===== src/rtl/lrel_pkg.sv =====
package lrel_pkg;
  typedef enum logic [1:0] {
    ST_IDLE   = 2'd0,
    ST_BRANCH = 2'd1,
    ST_PUSH   = 2'd2,
    ST_FIN    = 2'd3
  } lrel_state_t;

  typedef enum logic {
    OP_BRANCH = 1'b0,
    OP_PUSH   = 1'b1
  } lrel_op_t;
endpackage


===== src/rtl/lrel_target_calc.sv =====
module lrel_target_calc #(
  parameter int AW   = 16,
  parameter int DW   = 8,
  parameter int ILEN = 3
) (
  input  logic [AW-1:0] instr_addr_i,
  input  logic [DW-1:0] off_lo_i,
  input  logic [DW-1:0] off_hi_i,
  output logic [AW-1:0] target_o
);
  localparam int OW = 2 * DW;

  logic [OW-1:0] off_raw;
  logic [AW-1:0] off_ext;
  logic [AW-1:0] next_addr;

  assign off_raw = {off_hi_i, off_lo_i};

  // widen by sign extension or narrow to the address width
  generate
    if (AW > OW) begin : g_sext
      assign off_ext = {{(AW-OW){off_raw[OW-1]}}, off_raw};
    end else begin : g_trunc
      assign off_ext = off_raw[AW-1:0];
    end
  endgenerate

  assign next_addr = instr_addr_i + AW'(ILEN);
  assign target_o  = next_addr + off_ext;
endmodule


===== src/rtl/lrel_stack_map.sv =====
module lrel_stack_map #(
  parameter int          AW         = 16,
  parameter int          DW         = 8,
  parameter int unsigned STACK_PAGE = 1
) (
  input  logic [AW-1:0] sp_i,
  input  logic          native_i,
  output logic [AW-1:0] addr_o,
  output logic [AW-1:0] dec_o
);
  localparam int PW = AW - DW;
  localparam logic [PW-1:0] PAGE = PW'(STACK_PAGE);

  logic [DW-1:0] low;
  logic [DW-1:0] low_m1;

  assign low    = sp_i[DW-1:0];
  assign low_m1 = low - DW'(1);

  always_comb begin
    if (native_i) begin
      addr_o = sp_i;
      dec_o  = sp_i - AW'(1);
    end else begin
      addr_o = {PAGE, low};
      dec_o  = {PAGE, low_m1};
    end
  end
endmodule


===== src/rtl/lrel_ctrl.sv =====
module lrel_ctrl
  import lrel_pkg::*;
#(
  parameter int          AW         = 16,
  parameter int          DW         = 8,
  parameter int unsigned STACK_PAGE = 1
) (
  input  logic          clk,
  input  logic          rst_n,
  input  logic          start_i,
  input  logic          op_i,
  input  logic          native_i,
  input  logic [AW-1:0] target_i,
  input  logic [AW-1:0] sp_load_i,
  input  logic [AW-1:0] sp_dec_i,
  input  logic          wr_ready_i,
  output logic          busy_o,
  output logic          mode_o,
  output logic [AW-1:0] sp_o,
  output logic [AW-1:0] pc_o,
  output logic          pc_load_o,
  output logic          wr_valid_o,
  output logic [DW-1:0] wr_data_o,
  output logic          done_o
);
  localparam int BYTES = AW / DW;
  localparam int IDX_W = (BYTES > 1) ? $clog2(BYTES) : 1;
  localparam int PW    = AW - DW;

  lrel_state_t  state_q;
  logic [AW-1:0] target_q;
  logic [AW-1:0] sp_q;
  logic          mode_q;
  logic [IDX_W-1:0] idx_q;

  always_ff @(posedge clk) begin
    if (!rst_n) begin
      state_q  <= ST_IDLE;
      target_q <= '0;
      sp_q     <= '0;
      mode_q   <= 1'b0;
      idx_q    <= '0;
    end else begin
      case (state_q)
        ST_IDLE: begin
          if (start_i) begin
            target_q <= target_i;
            sp_q     <= sp_load_i;
            mode_q   <= native_i;
            idx_q    <= IDX_W'(BYTES - 1);
            state_q  <= (lrel_op_t'(op_i) == OP_PUSH) ? ST_PUSH : ST_BRANCH;
          end
        end
        ST_BRANCH: state_q <= ST_IDLE;
        ST_PUSH: begin
          if (wr_ready_i) begin
            sp_q <= sp_dec_i;
            if (idx_q == '0) state_q <= ST_FIN;
            else             idx_q   <= idx_q - IDX_W'(1);
          end
        end
        default: state_q <= ST_IDLE;
      endcase
    end
  end

  assign busy_o     = (state_q != ST_IDLE);
  assign mode_o     = mode_q;
  assign sp_o       = sp_q;
  assign pc_o       = target_q;
  assign pc_load_o  = (state_q == ST_BRANCH);
  assign wr_valid_o = (state_q == ST_PUSH);
  assign wr_data_o  = target_q[int'(idx_q)*DW +: DW];
  assign done_o     = (state_q == ST_BRANCH) || (state_q == ST_FIN);


  wr_hold_chk: assert property (@(posedge clk) disable iff (!rst_n)
    (wr_valid_o && !wr_ready_i) |=> (wr_valid_o && $stable(wr_data_o) && $stable(sp_q)));


  done_pulse_chk: assert property (@(posedge clk) disable iff (!rst_n)
    done_o |=> !done_o);


  branch_no_write_chk: assert property (@(posedge clk) disable iff (!rst_n)
    pc_load_o |-> !wr_valid_o);


  busy_target_chk: assert property (@(posedge clk) disable iff (!rst_n)
    busy_o |=> $stable(target_q));


  native_step_chk: assert property (@(posedge clk) disable iff (!rst_n)
    (wr_valid_o && wr_ready_i && mode_q) |=> (sp_q == $past(sp_q) - AW'(1)));


  emul_page_chk: assert property (@(posedge clk) disable iff (!rst_n)
    (wr_valid_o && wr_ready_i && !mode_q) |=> (sp_q[AW-1:DW] == PW'(STACK_PAGE)));
endmodule


===== src/rtl/lrel_addr_unit.sv =====
module lrel_addr_unit #(
  parameter int          AW         = 16,
  parameter int          DW         = 8,
  parameter int          ILEN       = 3,
  parameter int unsigned STACK_PAGE = 1
) (
  input  logic          clk,
  input  logic          rst_n,
  input  logic          start_i,
  input  logic          op_i,
  input  logic          native_i,
  input  logic [AW-1:0] instr_addr_i,
  input  logic [DW-1:0] off_lo_i,
  input  logic [DW-1:0] off_hi_i,
  input  logic [AW-1:0] sp_i,
  output logic          pc_load_o,
  output logic [AW-1:0] pc_o,
  output logic          wr_valid_o,
  input  logic          wr_ready_i,
  output logic [AW-1:0] wr_addr_o,
  output logic [DW-1:0] wr_data_o,
  output logic [AW-1:0] sp_o,
  output logic          done_o
);
  logic [AW-1:0] target;
  logic [AW-1:0] map_sp;
  logic          map_mode;
  logic [AW-1:0] map_addr;
  logic [AW-1:0] map_dec;
  logic          busy;
  logic          mode_q;
  logic [AW-1:0] sp_q;

  lrel_target_calc #(.AW(AW), .DW(DW), .ILEN(ILEN)) u_calc (
    .instr_addr_i (instr_addr_i),
    .off_lo_i     (off_lo_i),
    .off_hi_i     (off_hi_i),
    .target_o     (target)
  );

  // idle: normalize the incoming pointer; busy: step the working pointer
  assign map_sp   = busy ? sp_q   : sp_i;
  assign map_mode = busy ? mode_q : native_i;

  lrel_stack_map #(.AW(AW), .DW(DW), .STACK_PAGE(STACK_PAGE)) u_map (
    .sp_i     (map_sp),
    .native_i (map_mode),
    .addr_o   (map_addr),
    .dec_o    (map_dec)
  );

  lrel_ctrl #(.AW(AW), .DW(DW), .STACK_PAGE(STACK_PAGE)) u_ctrl (
    .clk        (clk),
    .rst_n      (rst_n),
    .start_i    (start_i),
    .op_i       (op_i),
    .native_i   (native_i),
    .target_i   (target),
    .sp_load_i  (map_addr),
    .sp_dec_i   (map_dec),
    .wr_ready_i (wr_ready_i),
    .busy_o     (busy),
    .mode_o     (mode_q),
    .sp_o       (sp_q),
    .pc_o       (pc_o),
    .pc_load_o  (pc_load_o),
    .wr_valid_o (wr_valid_o),
    .wr_data_o  (wr_data_o),
    .done_o     (done_o)
  );

  assign wr_addr_o = map_addr;
  assign sp_o      = sp_q;


  idle_quiet_chk: assert property (@(posedge clk) disable iff (!rst_n)
    !busy |-> (!wr_valid_o && !done_o && !pc_load_o));
endmodule


===== config.mk =====
export PLATFORM = sky130hd
export DESIGN_NAME = lrel_addr_unit
export DESIGN_NICKNAME = d
export VERILOG_FILES = /design/src/rtl/lrel_pkg.sv /design/src/rtl/lrel_target_calc.sv /design/src/rtl/lrel_stack_map.sv /design/src/rtl/lrel_ctrl.sv /design/src/rtl/lrel_addr_unit.sv
export SDC_FILE = /design/constraint.sdc
export NUM_CORES = 1
export LEC_CHECK = 0
export BUFFER_PORTS_ARGS = -buffer_cell sky130_fd_sc_hd__buf_4
export CAP_MARGIN = 40
export CORE_ASPECT_RATIO = 1.2
export CORE_UTILIZATION = 30
export DETAILED_ROUTE_END_ITERATION = 7
export GPL_ROUTABILITY_DRIVEN = 0
export PLACE_DENSITY = 0.5
export SYNTH_ARGS = -nofsm -noshare
export SYNTH_HDL_FRONTEND = slang
export SYNTH_HIERARCHICAL = 1
export SYNTH_SLANG_ARGS = --single-unit

===== constraint.sdc =====
create_clock -name clk -period 4.2 [get_ports clk]
set_input_delay 1.05 -clock clk [delete_from_list [all_inputs] [get_ports clk]]
set_output_delay 1.05 -clock clk [all_outputs]
set_load 0.05 [all_outputs]

==> flow_summary.yaml, run 1 <==
yosys:
  synth_edf_count: 0
  yosysTopAreaCell: "dfxtp_1"
  synth_common_cells: "nand2_1 (46), dfxtp_1 (36), ha_1 (30)"
  syn_nets: 449
  ys_seq_area_share_pct: 22.6
  netlist_instances: 364
  syn_avg_cell_area_um2: 8.76
  yosysMostFrequentCell: "nand2_1"
  async_flop_share_pct: 0
  ys_ff_latch: 36
  synthDistinctLibCells: 48
  ys.flop_type: "dfxtp_1"
  yosysWarnings: 6
  yosysTopAreaCellShare_pct: 22.6
  synth_area_leaders: "dfxtp_1 (23%), ha_1 (12%), mux2_2 (7.4%), o221a_2 (5.6%), nand2_1 (5.4%)"
  syn_area_um2: 3190
sta:
  whs_ns: 0.462
  final.min_clock_period_ns: 3.39
  worst_slack_ns: 0.810
  post-route-period-util_pct: 80.7
  hold_viol: 0
  setup_viol: 0
  slew_violations: 0
  fmax_mhz: 295
  tns_ns: 0
  relSlewSlack_pct: 55.7
  finClkSkew_ns: 0.00181
  worstMarginPinSlew_ns: 0.663
  rsz0062_at_grt: "false"
global_routing:
  grt_pass1_vias: 2760
  grt_pass1_wl_um: 13800
  antenna_found_initial: 0
  track_usage_pct: 15.9
  grt_max_degree: 36
  overflow: 0
setup_path:
  cp_top_family: "simple AND/OR/NAND/NOR gates"
  worst-path-buf-inv: 1
  crit_fanout: 11
  worstSetupStartpointType: "flip-flop"
  crit_required_ns: 4.37
  end_kind: "flip-flop"
  critical_path.most_common_cell: "mux2_2"
  cp_cell_sequence: "or2_2, mux2_2, inv_1, ha_1, or4b_1, nor4_1, mux2_2, o221a_2"
  crit_type: "reg2reg"
  cp.arrival_ns: 3.56
  max_stage_delay_ns: 0.60
  slowest_stage: "or4b_1"
final_layout:
  fin_util_pct: 41.0
  fillerInstances: 1055
  area_growth_pct: 30.8
  final_area_um2: 4170
  layout-drive-gt1-share_pct: 38.7
  nets: 544
  final_cells: 586
  antenna_cells: 0
placement:
  place_inst: 578
  dpl-instance-area_um2: 4020
  io_buffers: 112
  place_hpwl_um: 6650
  pre_cts_slack_ns: 0.654
detailed_routing:
  viasPerCell: 5.05
  drc: 0
  drtIter0Drc: 80
  ant_nets: 0
  vias: 2958
  wl_um: 8590
  wl_per_cell_um: 14.7
  drt-pass1-iter-count: 4
clocking:
  postCtsSetupBuffers: 0
  cts_root_buffer: "clkbuf_16"
  h-tree-depth: 2
  cts_num_sinks: 36
  cts_tree: "built"
  ctsResizeCount: 0
  cts_buffers: 5
  cts_buffer_depth: 2
  path_clk_slew_ns: 0.06
  ctsHoldBuffers: 0
  insertion_delay_ns: 0.27
run:
  cap_violations: 0
pwr:
  cellPowerDensity_nw_per_um2: 373
  p_leak_nw: 1.96
  vdd_drop_max_v: 0.000163
  fin_total_pwr_mw: 1.55
die:
  die_h_um: 115
  io_pins: 113
  rows: 40
  coreArea_um2: 10200
  die-area_um2: 11000
  initial_core_util_pct: 31.4
  die_w_um: 96.1
min_path:
  hold_class: "reg2reg"
run_status:
  status: "finished clean"
## tightest hold or removal path, stage by stage (launching register included)
cell,delay (ns)
dfxtp_1,0.30
nand2_1,0.05
a21boi_0,0.06
## cell usage in the layout (no fill, tap or decap), drive strengths merged, types with 2 or more instances in the layout
cell type,count
a21boi,17
a21o,8
a21oi,19
a221oi,2
and2,9
buf,116
clkbuf,8
dfxtp,36
ha,30
inv,20
mux2,31
mux2i,2
nand2,46
nand2b,2
nand4,3
nor2,14
nor2b,2
nor3,2
nor3b,2
nor4,6
o211ai,2
o21a,17
o21ai,6
o221a,16
o31ai,3
or2,5
or4,7
or4b,2
xnor2,9
xor2,7
## worst paths after layout
check / startpoint / endpoint / slack (ns) / depth (start not counted)
setup / recovery: u_ctrl/state_q[1] / u_ctrl/sp_o[12] / 0.81 / 8
hold / removal: u_ctrl/mode_o / u_ctrl/mode_o / 0.46 / 2
setup reg to reg: u_ctrl/state_q[1] / u_ctrl/sp_o[12] / 0.81 / 8
hold reg to reg: u_ctrl/mode_o / u_ctrl/mode_o / 0.46 / 2
## cells by family after synthesis
group                      synth area share, %
AOI/OAI and AO/OA                         22.8
xor gates and xnor gates                  4.39
adders and majority gates                 12.4
buffers and inverters                     8.43
DFF                                       22.6
muxes                                     12.8
and+or+nand+nor                           16.7
## metal layers
| metal | vias up | wire [um] | global-route usage [%] |
|---|---|---|---|
| met5 | - | 0 | 0 |
| met4 | 0 | 87 | 3.88 |
| met3 | 6 | 396 | 2.38 |
| met2 | 89 | 4230 | 27.8 |
| met1 | 1366 | 3870 | 20.1 |
| li1 | 1497 | - | - |
## power breakdown
part / internal [mW] / switching [mW]
combinational: 0.291 / 0.468
clock: 0.237 / 0.139
sequential: 0.380 / 0.0387
## sequential cells by signal, indices dropped and copies added (netlist names)
register and flops:
u_ctrl/idx_q 1, u_ctrl/sp_o 16, u_ctrl/mode_o 1, u_ctrl/state_q 2
u_ctrl/pc_o 16
## layout make-up
class / instances / area, um2 / area share (%)
well taps: 126 / 158 / 3.78
repair buffers: 116 / 871 / 20.9
inverters: 20 / 75.1 / 1.80
flip-flops and latches: 36 / 721 / 17.3
multi-input cells: 280 / 2200 / 52.7
clock buffers: 8 / 146 / 3.51
Note: power is estimated with default switching activity, not from simulation.
==> inputs of run 2 (changes only) <==
--- a/config.mk
+++ b/config.mk
@@ -11,7 +11,7 @@
 export CORE_UTILIZATION = 30
 export DETAILED_ROUTE_END_ITERATION = 7
 export GPL_ROUTABILITY_DRIVEN = 0
-export PLACE_DENSITY = 0.5
+export PLACE_DENSITY = 0.52
 export SYNTH_ARGS = -nofsm -noshare
 export SYNTH_HDL_FRONTEND = slang
 export SYNTH_HIERARCHICAL = 1
==> constraint.sdc (replaced) <==
create_clock -name clk -period 3.05 [get_ports clk]
set_input_delay 0.7625 -clock clk [delete_from_list [all_inputs] [get_ports clk]]
set_output_delay 0.7625 -clock clk [all_outputs]
set_load 0.05 [all_outputs]
==> run 2 against run 1 <==
Clock power up 44%. Critical path type unchanged. Cell area up 4.5%. Flip-flop and latch count unchanged. Cell count up 3.1%. Register-to-register slack worse by 0.74 ns. Sequential power up 37%. Clock skew up 0.0011 ns. Hold slack better by 0.0032 ns. Count of clock-buffer cells in the layout down 1. Die area unchanged. Critical path depth down 1. Largest power group unchanged.
==> flow_summary.yaml, run 2 (synthesized netlist as in run 1, its figures left out) <==
die:
  io_pins: 113
  die-area_um2: 11000
  die_w_um: 96.1
  rows: 40
  initial_core_util_pct: 31.4
  die_h_um: 115
  coreArea_um2: 10200
final_layout:
  layout-drive-gt1-share_pct: 42.5
  fin_util_pct: 42.9
  regArea_um2: 721
  antenna_cells: 0
  multi_input_area_um2: 2240
  final_area_um2: 4360
  nets: 563
  fillerInstances: 1031
  layout.cells.most_common: "buf_4"
  layout_common_cells: "buf_4 (135), nand2_1 (46), dfxtp_1 (36)"
  area_growth_pct: 36.6
detailed_routing:
  drt-pass1-iter-count: 4
  drtIter0Drc: 78
  wl_per_cell_um: 15.0
  vias: 3118
  wl_um: 9030
  drc: 0
  viasPerCell: 5.16
  ant_nets: 0
global_routing:
  busiest_layer: "met2"
  grt_pass1_vias: 2935
  antenna_found_initial: 0
  grt_util_met1_pct: 20.2
  grt_pass1_wl_um: 14300
  grt_use_met3_pct: 2.78
  track_usage_pct: 16.7
  grt_max_degree: 36
  overflow: 0
  use_met2_pct: 29.6
clocking:
  cts_tree: "built"
  ctsHoldBuffers: 0
  h-tree-depth: 2
  cts_root_buffer: "clkbuf_16"
  cts_num_sinks: 36
  cts_buffers: 5
  cts_buffer_depth: 2
  insertion_delay_ns: 0.28
  path_clk_slew_ns: 0.06
placement:
  pre_cts_slack_ns: -0.0220
  dpl-instance-area_um2: 4170
  place_hpwl_um: 6910
  io_buffers: 112
sta:
  finClkSkew_ns: 0.00292
  slew_violations: 0
  fmax_mhz: 335
  worstMarginPinSlew_ns: 0.694
  post-route-period-util_pct: 97.8
  worst_slack_ns: 0.0674
  setup_viol: 0
  hold_viol: 0
  relSlewSlack_pct: 53.6
  final.min_clock_period_ns: 2.98
min_path:
  hold_path_end: "u_ctrl/mode_o"
  hold_depth: 2
  hold_class: "reg2reg"
  min-delay-start: "u_ctrl/mode_o"
setup_path:
  max_stage_delay_ns: 0.59
  crit_required_ns: 3.22
  cp.arrival_ns: 3.15
  regToRegStartpoint: "u_ctrl/state_q[1]"
  worstSetupStartpointType: "flip-flop"
  cp_cell_sequence: "or2_2, buf_4, mux2_4, or4_2, nor4_1, mux2_2, o221a_2"
  r2r_slack_ns: 0.07
  slowest_stage: "or4_2"
  end_kind: "flip-flop"
  crit_type: "reg2reg"
  rr_endpoint: "u_ctrl/sp_o[11]"
  crit_fanout: 11
  rr_worst_depth: 7
pwr:
  cellPowerDensity_nw_per_um2: 508
  p_leak_nw: 2.07
  vdd_drop_max_v: 0.000219
  fin_total_pwr_mw: 2.21
run:
  cap_violations: 0
run_status:
  status: "finished clean"
run 2: cell count changes in the layout (fill, tap and decap cells not counted):
cell / delta
nor4_1: -4
or4_1: -1
clkbuf_8: +1
clkbuf_1: -2
or4_4: +1
nor4_2: +3
nor4_4: +1
buf_4: +19
run 2: worst max-delay path by stage:
stage	from	endpoint	slack (ns)	cells after the start
after detailed placement	instr_addr_i[1]	u_ctrl/pc_o[15]	-0.02	14
after global placement	instr_addr_i[1]	u_ctrl/pc_o[15]	0.002	14
after floorplan	u_ctrl/state_q[1]	u_ctrl/sp_o[13]	0.09	10
final	u_ctrl/state_q[1]	u_ctrl/sp_o[11]	0.07	7
after global routing	u_ctrl/state_q[1]	u_ctrl/sp_o[13]	-0.03	7
after CTS	u_ctrl/state_q[1]	u_ctrl/sp_o[15]	0.02	7
run 2: through the flow:
| stage | setup TNS [ns] | hold WS (ns) | instances |
|---|---|---|---|
| 2_1_floorplan | 0 | 0.440 | 364 |
| 3_3_place_gp | 0 | 0.451 | 597 |
| 3_5_place_dp | -0.0494 | 0.458 | 597 |
| 4_1_cts | 0 | 0.468 | 604 |
| 5_1_grt | -0.0400 | 0.487 | 604 |
| 6_report | 0 | 0.465 | 604 |
run 2: layout make-up:
cell class	count	share of cell area (%)
multi-input cells	280	51.3
clock buffers	7	3.50
repair buffers	135	23.3
well taps	126	3.62
flip-flops and latches	36	16.5
inverters	20	1.72
run 2: metal layers:
layer | wire length (um) | part of all wire, %
met5 | 0 | 0
met4 | 174 | 1.9
met3 | 635 | 7.0
met2 | 4450 | 49
met1 | 3770 | 42
run 2: critical path: cells and delay by family (launching register included):
kind / cells / cell delay, ns
AO/OA/AOI/OAI: 1 / 0.28
flip-flops: 1 / 0.30
buffers and inverters: 1 / 0.22
AND/OR/NAND/NOR: 3 / 1.36
multiplexers: 2 / 0.70
run 2: what timing repair did:
action                     4_1_cts  5_1_grt
setup buffers                    0        0
hold endpoints to repair         0        0
setup endpoints to repair        0        4
gates resized for setup          0        6
run 2: power breakdown:
| group | internal (mW) | switching, mW | total, mW |
|---|---|---|---|
| sequential | 0.524 | 0.0497 | 0.573 |
| combinational | 0.434 | 0.665 | 1.10 |
| clock | 0.343 | 0.198 | 0.541 |
